### config.mk
export PLATFORM = sky130hd
export DESIGN_NAME = fwd_table_engine
export DESIGN_NICKNAME = d
export VERILOG_FILES = /design/src/rtl/fwd_tbl_pkg.sv /design/src/rtl/fwd_tbl_store.sv /design/src/rtl/fwd_match.sv /design/src/rtl/fwd_filter.sv /design/src/rtl/fwd_table_engine.sv
export SDC_FILE = /design/constraint.sdc
export NUM_CORES = 2
export LEC_CHECK = 0
export ABC_CLOCK_PERIOD_IN_PS = 3650
export BUFFER_PORTS_ARGS = -buffer_cell sky130_fd_sc_hd__buf_2
export CAP_MARGIN = 15
export CORE_MARGIN = 8
export CORE_UTILIZATION = 50
export CTS_CLUSTER_SIZE = 28
export DETAILED_ROUTE_END_ITERATION = 16
export HOLD_SLACK_MARGIN = 0.12
export PLACE_DENSITY = 0.77
export SLEW_MARGIN = 40
export SYNTH_ARGS = -nofsm -noshare
export SYNTH_HDL_FRONTEND = slang
export SYNTH_HIERARCHICAL = 1
export SYNTH_SLANG_ARGS = --single-unit
### constraint.sdc
create_clock -name clk -period 3.65 [get_ports clk]
set_input_delay 0 -clock clk [delete_from_list [all_inputs] [get_ports clk]]
set_output_delay 0 -clock clk [all_outputs]
set_load 0.02 [all_outputs]
### src/rtl/fwd_tbl_pkg.sv
package fwd_tbl_pkg;

  typedef enum logic [1:0] {
    KIND_FREE      = 2'd0,
    KIND_ADDR      = 2'd1,
    KIND_VLAN      = 2'd2,
    KIND_VLAN_ADDR = 2'd3
  } entry_kind_e;

  typedef enum logic [1:0] {
    PST_OFF   = 2'd0,
    PST_BLOCK = 2'd1,
    PST_LEARN = 2'd2,
    PST_FWD   = 2'd3
  } port_state_e;

  // host register selects
  localparam int SEL_GCTL = 0;
  localparam int SEL_TCTL = 1;
  localparam int SEL_W0   = 2;
  localparam int SEL_W1   = 3;
  localparam int SEL_W2   = 4;
  localparam int SEL_PC0  = 5;

  // entry field positions
  localparam int MAC_W        = 48;
  localparam int GROUP_BIT    = 40;
  localparam int KIND_LSB     = 60;
  localparam int BLOCK_BIT    = 65;
  localparam int DEST_LSB     = 66;

  // global control bit positions
  localparam int GC_ENABLE = 31;
  localparam int GC_CLEAR  = 30;
  localparam int GC_VLAN   = 2;
  localparam int TC_STORE  = 31;

endpackage

### src/rtl/fwd_tbl_store.sv
module fwd_tbl_store
  import fwd_tbl_pkg::*;
#(
  parameter int ENTRIES = 16,
  parameter int ENTRY_W = 69,
  localparam int IDX_W  = $clog2(ENTRIES)
) (
  input  logic                              clk,
  input  logic                              rst_n,
  input  logic                              clr_start,
  input  logic                              st_en,
  input  logic [IDX_W-1:0]                  st_idx,
  input  logic [ENTRY_W-1:0]                st_data,
  output logic [ENTRIES-1:0][ENTRY_W-1:0]   tbl,
  output logic                              clr_busy
);

  logic [IDX_W-1:0] clr_idx;
  wire clr_last = (clr_idx == IDX_W'(ENTRIES - 1));

  always_ff @(posedge clk or negedge rst_n) begin
    if (!rst_n) begin
      tbl      <= '0;
      clr_busy <= 1'b0;
      clr_idx  <= '0;
    end else if (clr_busy) begin
      tbl[clr_idx][KIND_LSB +: 2] <= KIND_FREE;
      if (clr_last) begin
        clr_busy <= 1'b0;
        clr_idx  <= '0;
      end else begin
        clr_idx <= clr_idx + 1'b1;
      end
    end else if (clr_start) begin
      clr_busy <= 1'b1;
      clr_idx  <= '0;
    end else if (st_en) begin
      tbl[st_idx] <= st_data;
    end
  end

  // clear walks one entry per cycle
  assert_clear_walk_R9: assert property (@(posedge clk) disable iff (!rst_n)
    clr_busy && !clr_last |=> clr_busy && (clr_idx == $past(clr_idx) + 1'b1));
  assert_clear_ends_R9: assert property (@(posedge clk) disable iff (!rst_n)
    clr_busy && clr_last |=> !clr_busy);

endmodule

### src/rtl/fwd_match.sv
module fwd_match
  import fwd_tbl_pkg::*;
#(
  parameter int ENTRIES = 16,
  parameter int ENTRY_W = 69,
  parameter int PORTS   = 3,
  localparam int PORT_W = $clog2(PORTS)
) (
  input  logic [ENTRIES-1:0][ENTRY_W-1:0] tbl,
  input  logic [MAC_W-1:0]                mac,
  output logic                            hit,
  output logic                            hit_mcast,
  output logic [PORTS-1:0]                raw_mask
);

  function automatic logic entry_matches(input logic [ENTRY_W-1:0] e,
                                         input logic [MAC_W-1:0] m);
    logic [1:0] k;
    k = e[KIND_LSB +: 2];
    return ((k == KIND_ADDR) || (k == KIND_VLAN_ADDR)) && (e[MAC_W-1:0] == m);
  endfunction

  function automatic logic [PORTS-1:0] mask_of(input logic [ENTRY_W-1:0] e);
    logic [PORTS-1:0]  m;
    logic [PORT_W-1:0] dest;
    m = '0;
    dest = e[DEST_LSB +: PORT_W];
    if (e[GROUP_BIT]) begin
      m = e[DEST_LSB +: PORTS];
    end else if (!e[BLOCK_BIT]) begin
      for (int p = 0; p < PORTS; p++)
        if (int'(dest) == p) m[p] = 1'b1;
    end
    return m;
  endfunction

  logic [ENTRY_W-1:0] sel_entry;

  always_comb begin
    hit       = 1'b0;
    sel_entry = '0;
    for (int i = ENTRIES - 1; i >= 0; i--) begin
      if (entry_matches(tbl[i], mac)) begin
        hit       = 1'b1;
        sel_entry = tbl[i];
      end
    end
    hit_mcast = hit && sel_entry[GROUP_BIT];
    raw_mask  = hit ? mask_of(sel_entry) : '0;
  end

endmodule

### src/rtl/fwd_filter.sv
module fwd_filter
  import fwd_tbl_pkg::*;
#(
  parameter int PORTS   = 3,
  localparam int PORT_W = $clog2(PORTS)
) (
  input  logic              clk,
  input  logic              rst_n,
  input  logic              req_valid,
  input  logic [PORT_W-1:0] req_port,
  input  logic [PORTS-1:0]  raw_mask,
  input  logic              hit_mcast,
  input  logic [PORTS-1:0]  fwd_ports,
  input  logic              allow,
  output logic              res_valid,
  output logic [PORTS-1:0]  res_mask
);

  function automatic logic [PORTS-1:0] port_bit(input logic [PORT_W-1:0] p);
    logic [PORTS-1:0] b;
    b = '0;
    for (int i = 0; i < PORTS; i++)
      if (int'(p) == i) b[i] = 1'b1;
    return b;
  endfunction

  wire [PORTS-1:0] ingress_bit = port_bit(req_port);
  wire [PORTS-1:0] next_mask   = allow ? (raw_mask & fwd_ports & ~ingress_bit) : '0;

  always_ff @(posedge clk or negedge rst_n) begin
    if (!rst_n) begin
      res_valid <= 1'b0;
      res_mask  <= '0;
    end else begin
      res_valid <= req_valid;
      res_mask  <= req_valid ? next_mask : '0;
    end
  end

  assert_fwd_only_R6: assert property (@(posedge clk) disable iff (!rst_n)
    res_valid |-> ((res_mask & ~$past(fwd_ports)) == '0));
  assert_no_ingress_R6: assert property (@(posedge clk) disable iff (!rst_n)
    res_valid |-> ((res_mask & $past(ingress_bit)) == '0));
  assert_quiet_when_off_R7: assert property (@(posedge clk) disable iff (!rst_n)
    res_valid && !$past(allow) |-> res_mask == '0);
  assert_ucast_single_R4: assert property (@(posedge clk) disable iff (!rst_n)
    res_valid && !$past(hit_mcast) |-> $onehot0(res_mask));
  assert_latency_R8: assert property (@(posedge clk) disable iff (!rst_n)
    req_valid |=> res_valid);
  assert_idle_R8: assert property (@(posedge clk) disable iff (!rst_n)
    !req_valid |=> !res_valid && res_mask == '0);

endmodule

### src/rtl/fwd_table_engine.sv
module fwd_table_engine
  import fwd_tbl_pkg::*;
#(
  parameter int ENTRIES = 16,
  parameter int PORTS   = 3,
  localparam int PORT_W  = $clog2(PORTS),
  localparam int IDX_W   = $clog2(ENTRIES),
  localparam int ENTRY_W = DEST_LSB + ((PORTS > PORT_W) ? PORTS : PORT_W),
  localparam int TOP_W   = ENTRY_W - 64
) (
  input  logic              clk,
  input  logic              rst_n,
  input  logic              host_wr,
  input  logic [2:0]        host_sel,
  input  logic [31:0]       host_wdata,
  output logic [31:0]       host_rdata,
  input  logic              req_valid,
  input  logic [MAC_W-1:0]  req_mac,
  input  logic [PORT_W-1:0] req_port,
  output logic              res_valid,
  output logic [PORTS-1:0]  res_mask
);

  logic        ctrl_enable, ctrl_vlan;
  logic [31:0] w0, w1, w2;
  logic [PORTS-1:0][1:0] pst;
  logic [PORTS-1:0]      fwd_ports;

  logic [ENTRIES-1:0][ENTRY_W-1:0] tbl;
  logic clr_busy, hit, hit_mcast;
  logic [PORTS-1:0] raw_mask;

  // decoded host events
  wire gctl_wr  = host_wr && (host_sel == 3'(SEL_GCTL));
  wire tctl_wr  = host_wr && (host_sel == 3'(SEL_TCTL));
  wire st_pulse = tctl_wr && host_wdata[TC_STORE];
  wire ld_pulse = tctl_wr && !host_wdata[TC_STORE];
  wire clr_req  = gctl_wr && host_wdata[GC_CLEAR];
  wire [IDX_W-1:0] acc_idx = host_wdata[IDX_W-1:0];
  wire [95:0] win_packed   = {w0, w1, w2};
  wire [95:0] ld_wide      = {{(96 - ENTRY_W){1'b0}}, tbl[acc_idx]};
  wire allow               = ctrl_enable && !clr_busy;

  logic unused_wdata;
  assign unused_wdata = ^{host_wdata[29:IDX_W], host_wdata[1:0]};

  always_ff @(posedge clk or negedge rst_n) begin
    if (!rst_n) begin
      ctrl_enable <= 1'b0;
      ctrl_vlan   <= 1'b0;
      w0 <= '0;
      w1 <= '0;
      w2 <= '0;
    end else if (host_wr) begin
      if (gctl_wr) begin
        ctrl_enable <= host_wdata[GC_ENABLE];
        ctrl_vlan   <= host_wdata[GC_VLAN];
      end
      if (ld_pulse) begin
        w0 <= ld_wide[95:64];
        w1 <= ld_wide[63:32];
        w2 <= ld_wide[31:0];
      end
      if (host_sel == 3'(SEL_W0)) w0 <= host_wdata;
      if (host_sel == 3'(SEL_W1)) w1 <= host_wdata;
      if (host_sel == 3'(SEL_W2)) w2 <= host_wdata;
    end
  end

  for (genvar p = 0; p < PORTS; p++) begin : g_port
    always_ff @(posedge clk or negedge rst_n) begin
      if (!rst_n)
        pst[p] <= PST_OFF;
      else if (host_wr && (host_sel == 3'(SEL_PC0 + p)))
        pst[p] <= host_wdata[1:0];
    end
    assign fwd_ports[p] = (pst[p] == PST_FWD);
  end

  always_comb begin
    host_rdata = '0;
    case (int'(host_sel))
      SEL_GCTL: begin
        host_rdata[GC_ENABLE] = ctrl_enable;
        host_rdata[GC_CLEAR]  = clr_busy;
        host_rdata[GC_VLAN]   = ctrl_vlan;
      end
      SEL_W0: host_rdata = {{(32 - TOP_W){1'b0}}, w0[TOP_W-1:0]};
      SEL_W1: host_rdata = w1;
      SEL_W2: host_rdata = w2;
      default: begin
        for (int p = 0; p < PORTS; p++)
          if (int'(host_sel) == SEL_PC0 + p) host_rdata[1:0] = pst[p];
      end
    endcase
  end

  fwd_tbl_store #(.ENTRIES(ENTRIES), .ENTRY_W(ENTRY_W)) u_store (
    .clk      (clk),
    .rst_n    (rst_n),
    .clr_start(clr_req),
    .st_en    (st_pulse),
    .st_idx   (acc_idx),
    .st_data  (win_packed[ENTRY_W-1:0]),
    .tbl      (tbl),
    .clr_busy (clr_busy)
  );

  fwd_match #(.ENTRIES(ENTRIES), .ENTRY_W(ENTRY_W), .PORTS(PORTS)) u_match (
    .tbl      (tbl),
    .mac      (req_mac),
    .hit      (hit),
    .hit_mcast(hit_mcast),
    .raw_mask (raw_mask)
  );

  fwd_filter #(.PORTS(PORTS)) u_filter (
    .clk      (clk),
    .rst_n    (rst_n),
    .req_valid(req_valid),
    .req_port (req_port),
    .raw_mask (raw_mask),
    .hit_mcast(hit_mcast),
    .fwd_ports(fwd_ports),
    .allow    (allow),
    .res_valid(res_valid),
    .res_mask (res_mask)
  );

  // a load lands in the data words on the next cycle
  assert_load_word_R2: assert property (@(posedge clk) disable iff (!rst_n)
    ld_pulse |=> (w2 == $past(ld_wide[31:0])) && (w1 == $past(ld_wide[63:32])));
  // a miss never produces a port
  assert_miss_empty_R7: assert property (@(posedge clk) disable iff (!rst_n)
    req_valid && !hit |=> res_mask == '0);

endmodule

---- Word level (Yosys, flattened, before mapping) ----
Index checks and enable logic that the tools add are counted.
operators by class
  add/subtract/negate cells ............... 1
  reductions and logical operators ........ 58
  order comparisons ....................... 4
  eq/ne operators ......................... 67
  mux-type cells .......................... 73
  bitwise logic cells ..................... 3
operators with widths
  kind                                                                           number
  1104-bit two-way mux                                                           3
  1104-bit bitwise mux                                                           2
  69-bit two-way mux                                                             18
  48-bit == test                                                                 16
  69-bit demux with 4-bit select                                                 2
  69-bit binary-select mux with 4-bit select                                     1
  32-bit two-way mux                                                             4
  27-bit one-hot mux with 3 select lines                                         1
  62-bit two-way mux                                                             1
  2-bit == test (second input constant)                                          23
  2-bit by 1-bit == test with 1-bit output (second input constant)               16
  1-bit logical AND                                                              27
  1-bit two-way mux                                                              25
  1-bit logical OR                                                               16
  3-bit == test (second input constant)                                          5
  3-bit two-way mux                                                              5
  4-bit two-way mux                                                              3
  4-bit by 5-bit less-than comparator with 1-bit output (second input constant)  2
  5-bit two-way mux                                                              2
  2-bit AND reduction                                                            5
  2-bit nonzero test                                                             5
  3-bit by 2-bit == test with 1-bit output (second input constant)               3
  4-bit by 1-bit >= comparator with 1-bit output (second input constant)         2
  2-bit one-hot mux with 4 select lines                                          1
  12 further kinds                                                               18
storage, ports and cells
  word-level logic and storage cells ...... 234
  input bits .............................. 89
  output and inout bits ................... 36
  flip-flop bits (word level) ............. 1,190

---- Longest topological paths before layout ----
  depth after elaboration ................. 28
  depth in mapped cells ................... 15
  depth with buffers taken out ............ 12

---- By module ----
The synthesis kept the hierarchy.
modules (own cells, without submodules)
  module            area each (µm²)  cells an instance  times used
  fwd_tbl_store     41,786.3         2,521              1
  fwd_table_engine  12,685.9         1,087              1
  fwd_match         10,525.1         1,418              1
  fwd_filter        148.9            12                 1

---- Worst setup path after synthesis ----
No wires, ideal clock.
  kind .................................... reg2reg
  start point ............................. reg u_store/tbl[846] in the netlist's numbering
  end point ............................... reg u_filter.res_mask[2]
  arrival time ............................ 3.104 ns
  path slack .............................. 0.472 ns
  data required time ...................... 3.577 ns
  cell stages (with the launch flop) ...... 13
  cell sequence ........................... dfrtp_1 -> or2b_2 -> o2111ai_4 -> or4_4 -> or4_4 -> nor3_2 -> o21ai_1 -> a311oi_2 -> nor3_1 -> a2111o_1 -> o32ai_2 -> nand4_1 -> a21oi_2
on the way
  cells in the longest elaborated chain, start to end .. 24
RTL lines
  what                               RTL line                RTL
  start: declaration                 fwd_tbl_store.sv:14     output logic [ENTRIES-1:0][ENTRY_W-1:0] tbl,
  start signal: indexed assignment   fwd_tbl_store.sv:38     tbl[st_idx] <= st_data;
  48-bit == test (*)                 fwd_match.sv:20         return ((k == KIND_ADDR) || (k == KIND_VLAN_ADDR)) && (e[MAC_W-1:0] == m);
  1-bit logical AND (*)              fwd_match.sv:20
  69-bit two-way mux (13 in series)  fwd_match.sv:43         if (entry_matches(tbl[i], mac)) begin
  2-bit == test                      fwd_match.sv:32         if (int'(dest) == p) m[p] = 1'b1;
  1-bit two-way mux                  fwd_match.sv:32
  3-bit two-way mux                  fwd_match.sv:30         end else if (!e[BLOCK_BIT]) begin
  3-bit two-way mux                  fwd_match.sv:28         if (e[GROUP_BIT]) begin
  3-bit two-way mux (*)              fwd_match.sv:49         raw_mask = hit ? mask_of(sel_entry) : '0;
  net raw_mask[2]                    fwd_table_engine.sv:31  logic [PORTS-1:0] raw_mask;
  3-bit AND (*) (2 in series)        fwd_filter.sv:28        wire [PORTS-1:0] next_mask = allow ? (raw_mask & fwd_ports & ~ingress_bit) : '0;
  3-bit two-way mux (*)              fwd_filter.sv:28
  3-bit two-way mux (*)              fwd_filter.sv:36        res_mask <= req_valid ? next_mask : '0;
  end signal: assignment             fwd_filter.sv:36
  end: declaration                   fwd_filter.sv:16        output logic [PORTS-1:0] res_mask
Mark *: on every way through the listed nets, which the timed path passes. The rest lies on a longest branch.
A chain may end at the register's enable or synchronous reset.

---- Worst setup path in the final report ----
  start point ............................. reg u_store/tbl[311] in the netlist's numbering
  end point ............................... reg u_filter.res_mask[0]
on the way
  cells in the longest elaborated chain, start to end .. 16
RTL lines
  what                              RTL line
  48-bit == test (*)                fwd_match.sv:20
  1-bit logical AND (*)             fwd_match.sv:20
  69-bit two-way mux (5 in series)  fwd_match.sv:43
  2-bit zero test                   fwd_match.sv:32
  1-bit two-way mux                 fwd_match.sv:32
  3-bit two-way mux                 fwd_match.sv:30
  3-bit two-way mux                 fwd_match.sv:28
  3-bit two-way mux (*)             fwd_match.sv:49
  net raw_mask[0]                   fwd_table_engine.sv:31
  3-bit AND (*) (2 in series)       fwd_filter.sv:28
  3-bit two-way mux (*)             fwd_filter.sv:28
  3-bit two-way mux (*)             fwd_filter.sv:36
Marks and branches as above.

==> impl_metrics.tcl <==
set metrics [dict create \
    run_status "finished, violations left" \
    failed_checks "negative setup slack" \
    wire_per_inst_um 43.3 \
    portion_of_the_post_synthesis_area_used_by_sequential_elements 0.457 \
    cts-htree-levels 4 \
    synth_edf_count 0 \
    critPathLaunch "u_store/tbl[311]" \
    timing_worst_slew_pin_value_ns 0.984 \
    first_iter_violations 7645 \
    final.period_utilization 1.06 \
    initial_core_utilization 0.503 \
    r2r_end "u_filter/res_mask[0]" \
    synth_compound_gate_area_share 0.0515 \
    die-height_um 377 \
    p_total_mw 36.2 \
    ys_async_sr_fraction 1.00 \
    detailedPlace.worstSlack_ns -1.06 \
    synth_warnings 6 \
    cellInternalPower_mw 24.6 \
    crit_path_max_fanout 5 \
    core_area_um2 129000 \
    fillerInstances 10300 \
    finalMaxSlewViolations 0 \
    clock_path_buffers 3 \
    finalWorstPathRequiredPeriod_ns 3.86 \
    synth_xor_area_frac 0.0909 \
    grt-busiest-layer "met2" \
    cp-endpoint "u_filter/res_mask[0]" \
    synth_top_flop_cell "sky130_fd_sc_hd__dfrtp_1" \
    num_rows 132 \
    clock_tree_from_tritoncts "built" \
    worstReg2RegStart "u_store/tbl[311]" \
    layout.area.seq_um2 29800 \
    timing.critical_path.cells "xor2_2 > nor4_1 > buf_4 > nand3_1 > or4_1 > buf_4 > buf_4 > o22ai_1 > nand3_1 > o2111ai_1 > a31oi_4 > or2_4 > o31ai_2 > nand4_1 > a21oi_1" \
    start_kind "flop" \
    final-hold-violation-count 0 \
    final-instance-count-excl-fill 7856 \
    hold_ws_ns 0.209 \
    synth_area_per_cell_um2 12.9 \
    synth.net_count 5131 \
    first_global_vias 51600 \
    firstDrtPassIters 7 \
    power.density_cell_area_nw_per_um2 447 \
    finalInstanceArea_um2 80900 \
    slew_headroom 0.344 \
    place_congestion 1.12 \
    largest_net_degree_at_the_start_of_global_routing 109 \
    insertion_delay_to_the_later_sink_of_the_worst_skew_pair_ns 0.80 \
    die_width_um 377 \
    final_util 0.625 \
    p_comb_frac 0.168 \
    power.switching_fraction 0.320 \
    overflow 0 \
    areaGrowthSynthToFinish_pct 24.2 \
    main_combinational_cell_family_by_area_after_synthesis "multiplexers" \
    hold_path_depth 4 \
    clk_transition_reported_paths_ns 0.06 \
    port_buffers 124 \
    dieArea_um2 142000 \
    post_route_worst_setup_slack_ns -0.213 \
    met3_usage 0.171 \
    grt_first_pass_wirelength_um 456000 \
    rsz0062_at_grt "yes" \
    pin_count 125 \
    grt.total_usage 0.469 \
    yosys_register_bits 1190 \
    antenna_left 0 \
    critPathRequiredTime_ns 4.35 \
    drv_cap 0 \
    yosys-mux-area-fraction 0.298 \
    critPathKind "flop to flop" \
    hold_class "input pin to flop" \
    synth_adder_area_share 0.000768 \
    depth_of_the_worst_register_to_register_path 15 \
    setup.reg_to_reg.worst_slack_ns -0.21 \
    multi_input_area_um2 33400 \
    peakVddDrop_uv 494 \
    number_of_antenna_violations_at_the_first_check_in_global_routing 52 \
    skew_ns 0.0492 \
    maxClockFrequency_ghz 0.259 \
    clkSinkCount 1190 \
    postRouteWirelength_um 340000 \
    number_of_distinct_library_cell_variants_in_the_gate_level_netlist_after_synthesis 98 \
    crit_path_end_kind "flop" \
    place.detailed.instances 7489 \
    met2_usage_in_global_routing 0.654 \
    postPlaceCellArea_um2 74700 \
    switching_power_mw 11.6 \
    worst_path_max_delay_cell "sky130_fd_sc_hd__or4_1" \
    nNetsFinal 6066 \
    layout-drive-gt1-share 0.473 \
    clock-root-buffer "sky130_fd_sc_hd__clkbuf_16" \
    worst_path_most_repeated_cell "sky130_fd_sc_hd__buf_4" \
    power.share.sequential 0.433 \
    drc 0 \
    detail_route.vias_per_cell 6.84 \
    synth-simple-area-share 0.0613 \
    synth.cell_area_um2 65100 \
    cp_data_arrival_time_ns 4.57 \
    setup-tns-final_ns -0.604 \
    vias 53700 \
    grt_util_met1 0.611 \
    place_hpwl_um 257000 \
    clock_power_share 0.399 \
    cts_inserted_buffers 137 \
    count_of_endpoints_failing_setup_in_the_final_report 3 \
    syn_inst 5038 \
    critical-path-max-stage-delay_ns 0.63 \
    power.static_leakage_nw 38.6 \
]
cell usage after synthesis, drive strengths merged, types with 16 or more instances:
cell type  instances  area (um^2)
mux4             257         5790
mux2i             98          981
a21oi             55          283
buf              267         1640
nand2b            47          294
nand4            120          751
nor2b             60          378
inv               90          338
dfrtp           1190        29800
nor2              63          236
nor3              61          335
nor4             116          756
nand3             42          210
mux2            1118        12700
a22oi             23          173
a211o             20          175
a211oi            57          448
xnor2            331         2910
xor2             344         3010
o21ai            107          536
a22o              30          263
o211ai            16          120
nand2            128          480
clkbuf           166          627
o22ai             29          181
kinds of logic (layout without fill, tap and decap cells):
kind of cell | Yosys count | in the layout
compound gates | 464 | 464
xor+xnor | 675 | 675
fa+ha+maj | 4 | 4
buf+inv | 524 | 1567
flops | 1190 | 1190
mux | 1473 | 1473
other cells | 0 | 33
simple gates | 708 | 708
area by class of cell:
type,instances,share of cell area
Multi-Input combinational cell,3324,0.413
Sequential cell,1190,0.368
Timing Repair Buffer,1229,0.128
Clock buffer,208,0.0496
Tap cell,1742,0.0269
Clock inverter,39,0.00855
Inverter,91,0.00437
Antenna cell,33,0.00102
sequential cells by signal (all words and copies together) (netlist names):
signal and cells:
u_store/clr_busy 1, u_store/clr_idx 4, u_filter/res_valid 1, u_filter/res_mask 3, pst 6, w0 5, w2 32, u_store/tbl 1104
w1 32, ctrl_enable 1, ctrl_vlan 1
power groups by stage:
| stage | sequential, mW | combinational (mW) | clock [mW] |
|---|---|---|---|
| CTS | 15.5 | 5.81 | 14.5 |
| floorplan | 14.8 | 2.94 | 0 |
| global placement | 15.7 | 5.58 | 0 |
| detailed placement | 15.8 | 5.64 | 0 |
| global route | 15.7 | 6.17 | 15.0 |
| finish | 15.7 | 6.08 | 14.4 |
metal layers:
| metal | part of all wire | routed length [um] |
|---|---|---|
| met1 | 0.38 | 128000 |
| met2 | 0.41 | 138000 |
| met3 | 0.13 | 44300 |
| met4 | 0.087 | 29500 |
| met5 | 0.00063 | 213 |
critical path, delay by kind of cell, from the launching register on:
family | cells | cell delay, ns
compound gates | 5 | 0.76
buf+inv | 3 | 0.57
simple gates | 6 | 1.77
xor+xnor | 1 | 0.26
flops | 1 | 0.41
cell usage in the layout, fill, tap and decap left out, types with 33 or more instances in the layout:
cell type	netlist	layout
sky130_fd_sc_hd__nor3_1	55	53
sky130_fd_sc_hd__buf_4	32	927
sky130_fd_sc_hd__a21oi_1	53	53
sky130_fd_sc_hd__mux4_2	257	257
sky130_fd_sc_hd__dfrtp_1	1190	1176
sky130_fd_sc_hd__diode_2	0	33
sky130_fd_sc_hd__o21ai_1	38	39
sky130_fd_sc_hd__inv_1	87	86
sky130_fd_sc_hd__nor2_1	63	62
sky130_fd_sc_hd__nor2b_1	59	57
sky130_fd_sc_hd__clkbuf_1	163	39
sky130_fd_sc_hd__xor2_1	344	336
sky130_fd_sc_hd__xnor2_1	330	319
sky130_fd_sc_hd__a211oi_1	53	53
sky130_fd_sc_hd__nand3_1	42	39
sky130_fd_sc_hd__nand2_1	128	120
sky130_fd_sc_hd__buf_2	167	119
sky130_fd_sc_hd__clkbuf_8	0	33
sky130_fd_sc_hd__clkbuf_16	0	137
sky130_fd_sc_hd__nand2b_1	47	46
sky130_fd_sc_hd__nand4_1	120	120
sky130_fd_sc_hd__dlygate4sd3_1	0	78
sky130_fd_sc_hd__mux2_2	1100	1100
sky130_fd_sc_hd__nor4_1	114	88
sky130_fd_sc_hd__mux2i_1	98	98
sky130_fd_sc_hd__buf_12	1	92
sky130_fd_sc_hd__o21ai_0	69	65
how the worst min path moves through the flow:
stage,endpoint,start
after floorplan,ctrl_enable,rst_n
after global placement,u_store/tbl[409],rst_n
after detailed placement,u_store/tbl[409],rst_n
after CTS,w2[12],host_wdata[12]
after global routing,w2[12],host_wdata[12]
final,w2[12],host_wdata[12]
repair_timing:
| item | 4_1_cts | 5_1_grt |
|---|---|---|
| setup endpoints to repair | 3 | 142 |
| hold endpoints to repair | 1152 | 0 |
| hold buffers | 79 | 0 |
| gates resized for setup | 55 | 38 |
| pin swaps | 30 | 24 |
| setup buffers | 6 | 4 |
Note: power is estimated with default switching activity, not from simulation.
